`config.mk`:
```
export PLATFORM = sky130hd
export DESIGN_NAME = dma_regfile
export DESIGN_NICKNAME = d
export VERILOG_FILES = /design/src/rtl/dma_regfile_pkg.sv /design/src/rtl/dma_chan_regs.sv /design/src/rtl/dma_read_mux.sv /design/src/rtl/dma_regfile.sv
export SDC_FILE = /design/constraint.sdc
export NUM_CORES = 1
export LEC_CHECK = 0
export BUFFER_PORTS_ARGS = -buffer_cell sky130_fd_sc_hd__clkbuf_2
export CORE_ASPECT_RATIO = 0.8
export CORE_UTILIZATION = 45
export CTS_CLUSTER_DIAMETER = 150
export DETAILED_ROUTE_END_ITERATION = 7
export PLACE_DENSITY = 0.71
export SLEW_MARGIN = 10
export SYNTH_ARGS = -nofsm -noshare
export SYNTH_HDL_FRONTEND = slang
export SYNTH_HIERARCHICAL = 1
export SYNTH_SLANG_ARGS = --single-unit
```
`constraint.sdc`:
```
create_clock -name clk -period 1.5 [get_ports clk]
set_input_delay 0.15 -clock clk [delete_from_list [all_inputs] [get_ports clk]]
set_output_delay 0.15 -clock clk [all_outputs]
set_load 0.01 [all_outputs]
```
`src/rtl/dma_regfile_pkg.sv`:
```
// Package: shared constants and codes for the DMA channel register block.
// Assumes byte-wide register access and 8-byte channel slices.
package dma_regfile_pkg;
    localparam int CH_BYTES = 8;
    localparam int PTR_W    = 32;
    localparam int PTR_BYTES = PTR_W / 8;

    // Access-size codes on size_i
    typedef enum logic [1:0] {
        SZ_BYTE = 2'd0,
        SZ_HALF = 2'd1,
        SZ_WORD = 2'd2,
        SZ_WIDE = 2'd3
    } acc_size_e;

    // Offsets within a channel slice
    localparam logic [2:0] OFF_CMD  = 3'd0;
    localparam logic [2:0] OFF_STAT = 3'd2;
    localparam logic [2:0] OFF_PTR  = 3'd4;

    // Command bits
    localparam int START_BIT = 0;
    localparam int DIR_BIT   = 3;
    localparam logic [7:0] CMD_MASK = 8'h09;

    // Status bits
    localparam int ACT_BIT = 0;
    localparam int ERR_BIT = 1;
    localparam int IRQ_BIT = 2;
    localparam logic [7:0] STAT_RW_MASK  = 8'h60;
    localparam logic [7:0] STAT_W1C_MASK = 8'h06;
    localparam logic [7:0] STAT_ACT_MASK = 8'h01;
    localparam logic [7:0] STAT_RSVD     = 8'h98;

    localparam logic [7:0] FILL_BYTE = 8'hFF;
endpackage

```
`src/rtl/dma_chan_regs.sv`:
```
// Module: one channel's command, status and descriptor pointer registers.
// Assumes the parent has already qualified wr_sel as a valid byte write
// to this channel; off is the offset inside the channel slice.
module dma_chan_regs
    import dma_regfile_pkg::*;
(
    input  logic             clk,
    input  logic             rst_n,
    input  logic             wr_sel,
    input  logic [2:0]       off,
    input  logic [7:0]       wbyte,
    input  logic             irq_pulse,
    input  logic             err_pulse,
    output logic [7:0]       cmd_q,
    output logic [7:0]       stat_q,
    output logic [PTR_W-1:0] ptr_q
);
    logic       cmd_we;
    logic       stat_we;
    logic [7:0] stat_d;

    assign cmd_we  = wr_sel && (off == OFF_CMD);
    assign stat_we = wr_sel && (off == OFF_STAT);

    // Command register: keep only the start and direction bits
    always_ff @(posedge clk) begin
        if (!rst_n)      cmd_q <= '0;
        else if (cmd_we) cmd_q <= wbyte & CMD_MASK;
    end

    // Next status: write rules first, then the active mirror, then drive pulses
    always_comb begin
        stat_d = stat_q;
        if (stat_we) begin
            stat_d = (wbyte & STAT_RW_MASK)
                   | (stat_q & STAT_ACT_MASK)
                   | (stat_q & ~wbyte & STAT_W1C_MASK);
        end
        if (cmd_we)    stat_d[ACT_BIT] = wbyte[START_BIT];
        if (err_pulse) stat_d[ERR_BIT] = 1'b1;
        if (irq_pulse) stat_d[IRQ_BIT] = 1'b1;
    end

    // Status register
    always_ff @(posedge clk) begin
        if (!rst_n) stat_q <= '0;
        else        stat_q <= stat_d;
    end

    // Pointer register: byte lanes, low two bits forced to zero
    always_ff @(posedge clk) begin
        if (!rst_n) begin
            ptr_q <= '0;
        end else if (wr_sel && off[2]) begin
            for (int k = 0; k < PTR_BYTES; k++) begin
                if (off[1:0] == 2'(k)) begin
                    ptr_q[8*k +: 8] <= (k == 0) ? (wbyte & 8'hFC) : wbyte;
                end
            end
        end
    end

    AST_CMD_RSVD_ZERO: assert property (@(posedge clk) disable iff (!rst_n)
        (cmd_q & ~CMD_MASK) == 8'h00);
    AST_STAT_RSVD_ZERO: assert property (@(posedge clk) disable iff (!rst_n)
        (stat_q & STAT_RSVD) == 8'h00);
    AST_ACTIVE_KEPT: assert property (@(posedge clk) disable iff (!rst_n)
        stat_we && !cmd_we |=> stat_q[ACT_BIT] == $past(stat_q[ACT_BIT]));
    AST_W1C_CLEARS: assert property (@(posedge clk) disable iff (!rst_n)
        stat_we && wbyte[IRQ_BIT] && !irq_pulse |=> !stat_q[IRQ_BIT]);
    AST_IRQ_SETS: assert property (@(posedge clk) disable iff (!rst_n)
        irq_pulse |=> stat_q[IRQ_BIT]);
    AST_ERR_SETS: assert property (@(posedge clk) disable iff (!rst_n)
        err_pulse |=> stat_q[ERR_BIT]);
    AST_PTR_ALIGNED: assert property (@(posedge clk) disable iff (!rst_n)
        ptr_q[1:0] == 2'b00);
endmodule

```
`src/rtl/dma_read_mux.sv`:
```
// Module: combinational read path for the register window.
// Assumes channel state arrives as packed arrays indexed by channel and
// that a non-byte access must return all ones across its width.
module dma_read_mux
    import dma_regfile_pkg::*;
#(
    parameter int NCH = 2,
    parameter int AW  = $clog2(NCH * CH_BYTES)
) (
    input  logic                      rd_en,
    input  logic [1:0]                size,
    input  logic [AW-1:0]             addr,
    input  logic [NCH-1:0][7:0]       cmd,
    input  logic [NCH-1:0][7:0]       stat,
    input  logic [NCH-1:0][PTR_W-1:0] ptr,
    output logic [31:0]               rdata
);
    localparam int CHW = AW - 3;

    logic [CHW-1:0] ch;
    logic [2:0]     off;
    logic [7:0]     byte_val;

    assign ch  = addr[AW-1:3];
    assign off = addr[2:0];

    // Select the addressed byte within the addressed channel
    always_comb begin
        byte_val = FILL_BYTE;
        if (off[2]) begin
            byte_val = ptr[ch][8*off[1:0] +: 8];
        end else if (off == OFF_CMD) begin
            byte_val = cmd[ch];
        end else if (off == OFF_STAT) begin
            byte_val = stat[ch];
        end
    end

    // Size handling: byte reads are zero-extended, wider reads are all ones
    always_comb begin
        rdata = '0;
        if (rd_en) begin
            case (acc_size_e'(size))
                SZ_BYTE: rdata = {24'h000000, byte_val};
                SZ_HALF: rdata = 32'h0000FFFF;
                default: rdata = 32'hFFFFFFFF;
            endcase
        end
    end
endmodule

```
`src/rtl/dma_regfile.sv`:
```
// Module: top of the DMA channel register block.
// Decodes byte writes to per-channel slices, instantiates one register set
// per channel and the shared read path. Assumes single-cycle strobes.
module dma_regfile
    import dma_regfile_pkg::*;
#(
    parameter int NCH = 2,
    parameter int AW  = $clog2(NCH * CH_BYTES)
) (
    input  logic                 clk,
    input  logic                 rst_n,
    input  logic [AW-1:0]        addr_i,
    input  logic                 rd_en_i,
    input  logic                 wr_en_i,
    input  logic [1:0]           size_i,
    input  logic [7:0]           wdata_i,
    output logic [31:0]          rdata_o,
    input  logic [NCH-1:0]       drv_irq_i,
    input  logic [NCH-1:0]       drv_err_i,
    output logic [NCH-1:0]       start_o,
    output logic [NCH-1:0]       dir_o,
    output logic [NCH*PTR_W-1:0] desc_ptr_o
);
    localparam int CHW = AW - 3;

    logic                      byte_wr;
    logic [NCH-1:0][7:0]       cmd;
    logic [NCH-1:0][7:0]       stat;
    logic [NCH-1:0][PTR_W-1:0] ptr;

    // Only byte-sized writes reach the registers
    assign byte_wr = wr_en_i && (acc_size_e'(size_i) == SZ_BYTE);

    for (genvar i = 0; i < NCH; i++) begin : g_ch
        logic sel;
        assign sel = byte_wr && (addr_i[AW-1:3] == CHW'(i));

        dma_chan_regs u_chan (
            .clk       (clk),
            .rst_n     (rst_n),
            .wr_sel    (sel),
            .off       (addr_i[2:0]),
            .wbyte     (wdata_i),
            .irq_pulse (drv_irq_i[i]),
            .err_pulse (drv_err_i[i]),
            .cmd_q     (cmd[i]),
            .stat_q    (stat[i]),
            .ptr_q     (ptr[i])
        );

        assign start_o[i] = cmd[i][START_BIT];
        assign dir_o[i]   = cmd[i][DIR_BIT];
        assign desc_ptr_o[i*PTR_W +: PTR_W] = ptr[i];
    end

    dma_read_mux #(.NCH(NCH), .AW(AW)) u_rd (
        .rd_en (rd_en_i),
        .size  (size_i),
        .addr  (addr_i),
        .cmd   (cmd),
        .stat  (stat),
        .ptr   (ptr),
        .rdata (rdata_o)
    );

    AST_WIDE_WRITE_DROPPED: assert property (@(posedge clk) disable iff (!rst_n)
        wr_en_i && (size_i != 2'd0)
        |=> $stable(start_o) && $stable(dir_o) && $stable(desc_ptr_o));
endmodule

```
* Word level (Yosys, flattened, before mapping)
Cells that the tools add are included.
Word-level totals: output and inout port bits 100, logic and storage cells 78, bits in registers 80, input port bits 22
Cells by class: mux-type cells 19, shifts and indexed selects 1, reduce and logical (&&, ||, !) cells 26, order comparisons 1, equal/unequal tests 5, bitwise gates (word level) 8
Operator list (number):
- $mux W32 | 3
- $pmux W32 S2 | 1
- $mux W8 | 6
- $shiftx A32 B6 Y8 | 1
- $reduce_and A2 Y1 | 8
- $or A7 B1 Y7 | 2
- $or A7 B3 Y7 | 2
- $reduce_bool A2 Y1 | 6
- $logic_and A1 B1 Y1 | 9
- $and A3 B3 Y3 | 2
- $mux W1 | 6
- $mux W3 | 2
- $eq A2 B1 Y1 const B | 2
- $eq A2 B2 Y1 const B | 2
- $logic_not A2 Y1 | 2
- $mux W4 | 1
- $eq A3 B2 Y1 const B | 1
- $logic_not A3 Y1 | 1
- $not A3 Y3 | 1
- $lt A1 B2 Y1 const B | 1
- $not A1 Y1 | 1

* Depth between registers and ports, before layout
depth after elaboration 7, mapped depth 5

* Hierarchy
Netlist, hierarchy kept.
Modules (own cells, without submodules):
- dma_chan_regs | instances 2, area an instance 1450.1 µm², cells an instance 145
- dma_read_mux | instances 1, area an instance 1027.2 µm², cells an instance 118
- dma_regfile | instances 1, area an instance 27.5 µm², cells an instance 2

* Worst setup path after synthesis
OpenSTA, ideal clock, no wires.
kind reg2out, from register g_ch[1].u_chan.ptr_q[15], to output rdata_o[7], setup slack 0.065 ns, arrival time 1.285 ns, stages on the path, launching flop included 4, data required time 1.350 ns, buffers on the path 0, cells stage by stage dfxtp_1 -> mux4_1 -> mux2_2 -> o22a_1
On the way: word-level cells in the longest chain between the ends 6
Ends and longest elaborated chain:
- from (decl) | line dma_chan_regs.sv:16 | output logic [PTR_W-1:0] ptr_q
- from (signal, indexed assignment) | line dma_chan_regs.sv:57 | ptr_q[8*k +: 8] <= (k == 0) ? (wbyte & 8'hFC) : wbyte;
- $mux W32 (not written as such) (2 in a row) | line dma_read_mux.sv:31 | byte_val = ptr[ch][8*off[1:0] +: 8];
- $shiftx A32 B6 Y8 | line dma_read_mux.sv:31
- $mux W8 | line dma_read_mux.sv:30 | if (off[2]) begin
- $pmux W32 S2 | line dma_read_mux.sv:43 | case (acc_size_e'(size))
- $mux W32 | line dma_read_mux.sv:42 | if (rd_en) begin
- to (decl) | line dma_regfile.sv:17 | output logic [31:0] rdata_o,
No other way between the ends. The select of a mux whose other input is x is not followed.

* Worst setup path after layout
from register g_ch[0].u_chan.ptr_q[31], to output rdata_o[7]
On the way: word-level cells in the longest chain between the ends 6
Ends and longest elaborated chain (line):
- from (decl) | dma_chan_regs.sv:16
- from (signal, indexed assignment) | dma_chan_regs.sv:57
- $mux W32 (not written as such) (2 in a row) | dma_read_mux.sv:31
- $shiftx A32 B6 Y8 | dma_read_mux.sv:31
- $mux W8 | dma_read_mux.sv:30
- $pmux W32 S2 | dma_read_mux.sv:43
- $mux W32 | dma_read_mux.sv:42
No other way between the ends. The select of a mux whose other input is x is not followed.

==> impl_metrics.xml <==
<?xml version="1.0" encoding="UTF-8"?>
<metrics>
  <group name="status">
    <metric name="run_status" unit="">finished, violations left</metric>
    <metric name="failing_checks" unit="">setup timing</metric>
  </group>
  <group name="pwr">
    <metric name="combPwrFrac" unit="%">13.5</metric>
    <metric name="power.switching_fraction" unit="%">26.4</metric>
    <metric name="p_seq_share" unit="%">48.0</metric>
    <metric name="power.density_cell_area" unit="nW/um2">793</metric>
    <metric name="vdd.ir_drop.worst" unit="uV">473</metric>
    <metric name="power.switching" unit="uW">1070</metric>
    <metric name="power_report.internal_total" unit="uW">2970</metric>
    <metric name="clkPwrFrac" unit="%">38.5</metric>
    <metric name="leakagePower" unit="uW">0.00261</metric>
  </group>
  <group name="logic_synthesis">
    <metric name="yosys-top-cells-area" unit="">dfxtp_1 36%, mux2i_1 28%, buf_4 9.3%</metric>
    <metric name="synth_area_leader_cell" unit="">dfxtp_1</metric>
    <metric name="syn-instance-count" unit="">410</metric>
    <metric name="post_synth.cell_area_avg" unit="um2">9.65</metric>
    <metric name="synth.lib_cells_used.distinct" unit="">30</metric>
    <metric name="synth.yosys.seq_area_share" unit="%">36.4</metric>
    <metric name="synthesis.yosys.warnings" unit="">6</metric>
    <metric name="syn_area" unit="um2">3960</metric>
    <metric name="yosysTopAreaCellShare" unit="%">36.4</metric>
    <metric name="synth.ff_latch_count" unit="">72</metric>
  </group>
  <group name="global_routing">
    <metric name="vias_in_the_first_global_route" unit="">3304</metric>
    <metric name="globalRouteTotalUtil" unit="%">25.1</metric>
    <metric name="antenna_found_initial" unit="">0</metric>
    <metric name="grt_overflow" unit="">0</metric>
    <metric name="grt_max_degree" unit="">89</metric>
    <metric name="grt_pass1_wl" unit="um">17400</metric>
  </group>
  <group name="placed_design">
    <metric name="placed_cells" unit="">632</metric>
    <metric name="place_hpwl" unit="um">8060</metric>
    <metric name="routabilityCongestion" unit="">0.805</metric>
    <metric name="number_of_buffers_inserted_by_port_buffering" unit="">117</metric>
  </group>
  <group name="setup_path">
    <metric name="timing.critical_path.to_type" unit="">output pin</metric>
    <metric name="timing.critical_path.from" unit="">g_ch[0].u_chan/ptr_q[31]$_SDFFE_PN0P_</metric>
    <metric name="worst-setup-path-type" unit="">flip-flop to output pin</metric>
    <metric name="arrival" unit="ns">1.76</metric>
    <metric name="crit-reg2reg-launch" unit="">g_ch[0].u_chan/ptr_q[15]$_SDFFE_PN0P_</metric>
    <metric name="worst-r2r-setup-slack" unit="ns">0.76</metric>
    <metric name="worstPathRequired" unit="ns">1.35</metric>
    <metric name="crit-reg2reg-capture" unit="">g_ch[0].u_chan/ptr_q[15]$_SDFFE_PN0P_</metric>
    <metric name="critical_path.startpoint_type" unit="">flip-flop</metric>
    <metric name="timing.critical_path.fanout_max" unit="">2</metric>
    <metric name="r2r.worst_path.cells" unit="">3</metric>
  </group>
  <group name="floorplanning">
    <metric name="core_area" unit="um2">8520</metric>
    <metric name="top_level_ports" unit="">122</metric>
    <metric name="initial_core_util" unit="%">46.4</metric>
    <metric name="overall_die_width" unit="um">107</metric>
    <metric name="row_count" unit="">30</metric>
    <metric name="fp.dieH" unit="um">85.9</metric>
    <metric name="die_area" unit="um2">9170</metric>
  </group>
  <group name="hold_path">
    <metric name="holdPathStages" unit="">3</metric>
    <metric name="hold_end" unit="">g_ch[0].u_chan/stat_q[2]$_SDFFE_PN0P_</metric>
    <metric name="hold_path_startpoint" unit="">drv_irq_i[0]</metric>
    <metric name="worstHoldPathType" unit="">input pin to flip-flop</metric>
  </group>
  <group name="drt">
    <metric name="vias_per_cell" unit="">5.16</metric>
    <metric name="drc_errors" unit="">0</metric>
    <metric name="route.antenna.remaining_nets" unit="">0</metric>
    <metric name="num_vias" unit="">3421</metric>
    <metric name="drt-total-wl" unit="um">11100</metric>
    <metric name="drt_first_iter_violations" unit="">159</metric>
    <metric name="route.detailed.wl_per_inst" unit="um">16.8</metric>
    <metric name="drt_pre_antenna_iters" unit="">4</metric>
  </group>
  <group name="cts">
    <metric name="tritoncts" unit="">yes</metric>
    <metric name="cts_inserted_buffers" unit="">9</metric>
    <metric name="ctsLongestPathBuffers" unit="">2</metric>
    <metric name="postCtsHoldBufs" unit="">0</metric>
    <metric name="clock_latency" unit="ns">0.35</metric>
    <metric name="clkSinkCount" unit="">72</metric>
    <metric name="clk_pin_slew" unit="ns">0.07</metric>
    <metric name="htree_levels" unit="">3</metric>
    <metric name="cts_root_buf" unit="">clkbuf_8</metric>
  </group>
  <group name="timing">
    <metric name="post-route-worst-setup-slack" unit="ns">-0.411</metric>
    <metric name="final_hold_violation_count" unit="">0</metric>
    <metric name="grt_setup_unrepaired" unit="">true</metric>
    <metric name="timing.final.crit_period" unit="ns">1.91</metric>
    <metric name="timing.final.max_slew_violations" unit="">0</metric>
    <metric name="fin_worst_skew" unit="ns">0</metric>
    <metric name="fin_crit_sh" unit="%">127</metric>
    <metric name="max_freq" unit="MHz">523</metric>
    <metric name="max-slew-margin-rel" unit="%">64.5</metric>
    <metric name="tightestPinTransition" unit="ns">0.531</metric>
    <metric name="setup_viol" unit="">8</metric>
  </group>
  <group name="finish">
    <metric name="syn_to_final_growth" unit="%">28.5</metric>
    <metric name="diodes" unit="">0</metric>
    <metric name="mostFrequentLayoutCells" unit="">114 x clkbuf_2, 109 x mux2i_1, 85 x nand2_1</metric>
    <metric name="fin_cells" unit="">663</metric>
    <metric name="seqCellArea" unit="um2">1480</metric>
    <metric name="final_cell_utilization_of_the_core" unit="%">59.6</metric>
    <metric name="layout.nets" unit="">568</metric>
    <metric name="drive_above_1_share" unit="%">44.3</metric>
    <metric name="layout_commonest_cell" unit="">clkbuf_2</metric>
    <metric name="multi_input_area" unit="um2">2140</metric>
    <metric name="layout.filler_cells" unit="">746</metric>
  </group>
  <group name="run">
    <metric name="max_cap_viol_count" unit="">0</metric>
  </group>
</metrics>
## logic make-up (layout without fill, tap and decap cells)
family                 Yosys count  after routing  share of synthesized area (%)
buffers and inverters           76            197                           12.5
AO/OA/AOI/OAI                   39             39                           7.31
flip-flops                      72             72                           36.4
multiplexers                   115            115                           30.0
AND/OR/NAND/NOR                106            106                           13.6
other                            2             22                          0.190
## registers in the layout (all words and copies together) (netlist names)
register and count:
g_ch.u_chan/cmd_q 4, g_ch.u_chan/stat_q 8, g_ch.u_chan/ptr_q 60
## worst max path at each step
| stage | end | slack [ns] |
|---|---|---|
| after floorplan | rdata_o[7] | 0.07 |
| after global placement | rdata_o[4] | -0.37 |
| after detailed placement | rdata_o[0] | -0.46 |
| after CTS | rdata_o[7] | -0.41 |
| after global routing | rdata_o[7] | -0.45 |
| final | rdata_o[7] | -0.41 |
## critical path, stage by stage, from the launching register on
cell	delay, ns
dfxtp_2	0.33
mux4_2	0.46
mux2_4	0.31
o22a_1	0.18
clkbuf_2	0.13
## routing by layer
metal | vias to the layer above | part of all wire (%) | GRT usage (%)
met5 | - | 0 | 0
met4 | 0 | 1.2 | 8.09
met3 | 12 | 7.0 | 6.76
met2 | 114 | 46 | 39.8
met1 | 1631 | 45 | 33.3
li1 | 1664 | - | -
## Yosys cell counts
library cell	number
nand2_1	85
conb_1	2
a31oi_1	4
mux4_1	2
buf_4	49
nand4b_1	4
and2_1	1
o22a_1	1
dfxtp_1	72
nor3b_2	1
clkbuf_1	5
nor4b_2	3
o32a_1	7
or2b_1	1
o22ai_1	14
o21ai_0	4
mux2_2	1
nand4_2	2
a221oi_1	8
or2_2	1
nand2b_1	2
nor3_1	1
buf_6	1
and4bb_1	2
and4bb_2	3
buf_2	15
buf_1	1
o21a_1	1
inv_1	5
mux2i_1	112
## cell type report
class / instances / share of cell area [%]
repair buffers: 176 / 21.7
well taps: 112 / 2.76
clock buffers: 11 / 2.78
multi-input cells: 282 / 42.2
flip-flops and latches: 72 / 29.1
clock inverters: 5 / 1.11
inverters: 5 / 0.369
## power groups by stage
| stage | clock, uW | combinational, uW | sequential, uW |
|---|---|---|---|
| 2_1_floorplan | 0 | 371 | 1980 |
| 3_3_place_gp | 0 | 506 | 1980 |
| 3_5_place_dp | 0 | 511 | 1980 |
| 4_1_cts | 1580 | 532 | 1930 |
| 5_1_grt | 1680 | 585 | 1940 |
| 6_report | 1550 | 544 | 1930 |
## through the flow
step | setup TNS [ns] | total power [uW] | hold slack, ns | setup WS, ns | cell area [um2]
floorplan | 0 | 2350 | 0.250 | 0.0655 | 4030
global placement | -2.85 | 2480 | 0.401 | -0.371 | 4670
detailed placement | -3.43 | 2490 | 0.405 | -0.460 | 4670
CTS | -0.863 | 4040 | 0.0271 | -0.406 | 5050
global route | -1.25 | 4200 | 0.0418 | -0.445 | 5080
finish | -0.884 | 4030 | 0.0362 | -0.411 | 5080
## what timing repair did
item,CTS,global route
pin swaps,13,7
resized for setup,38,13
buffers inserted,15,0
gates cloned,0,0
setup endpoints to repair,8,8
Power figures use the tool's default switching activity.
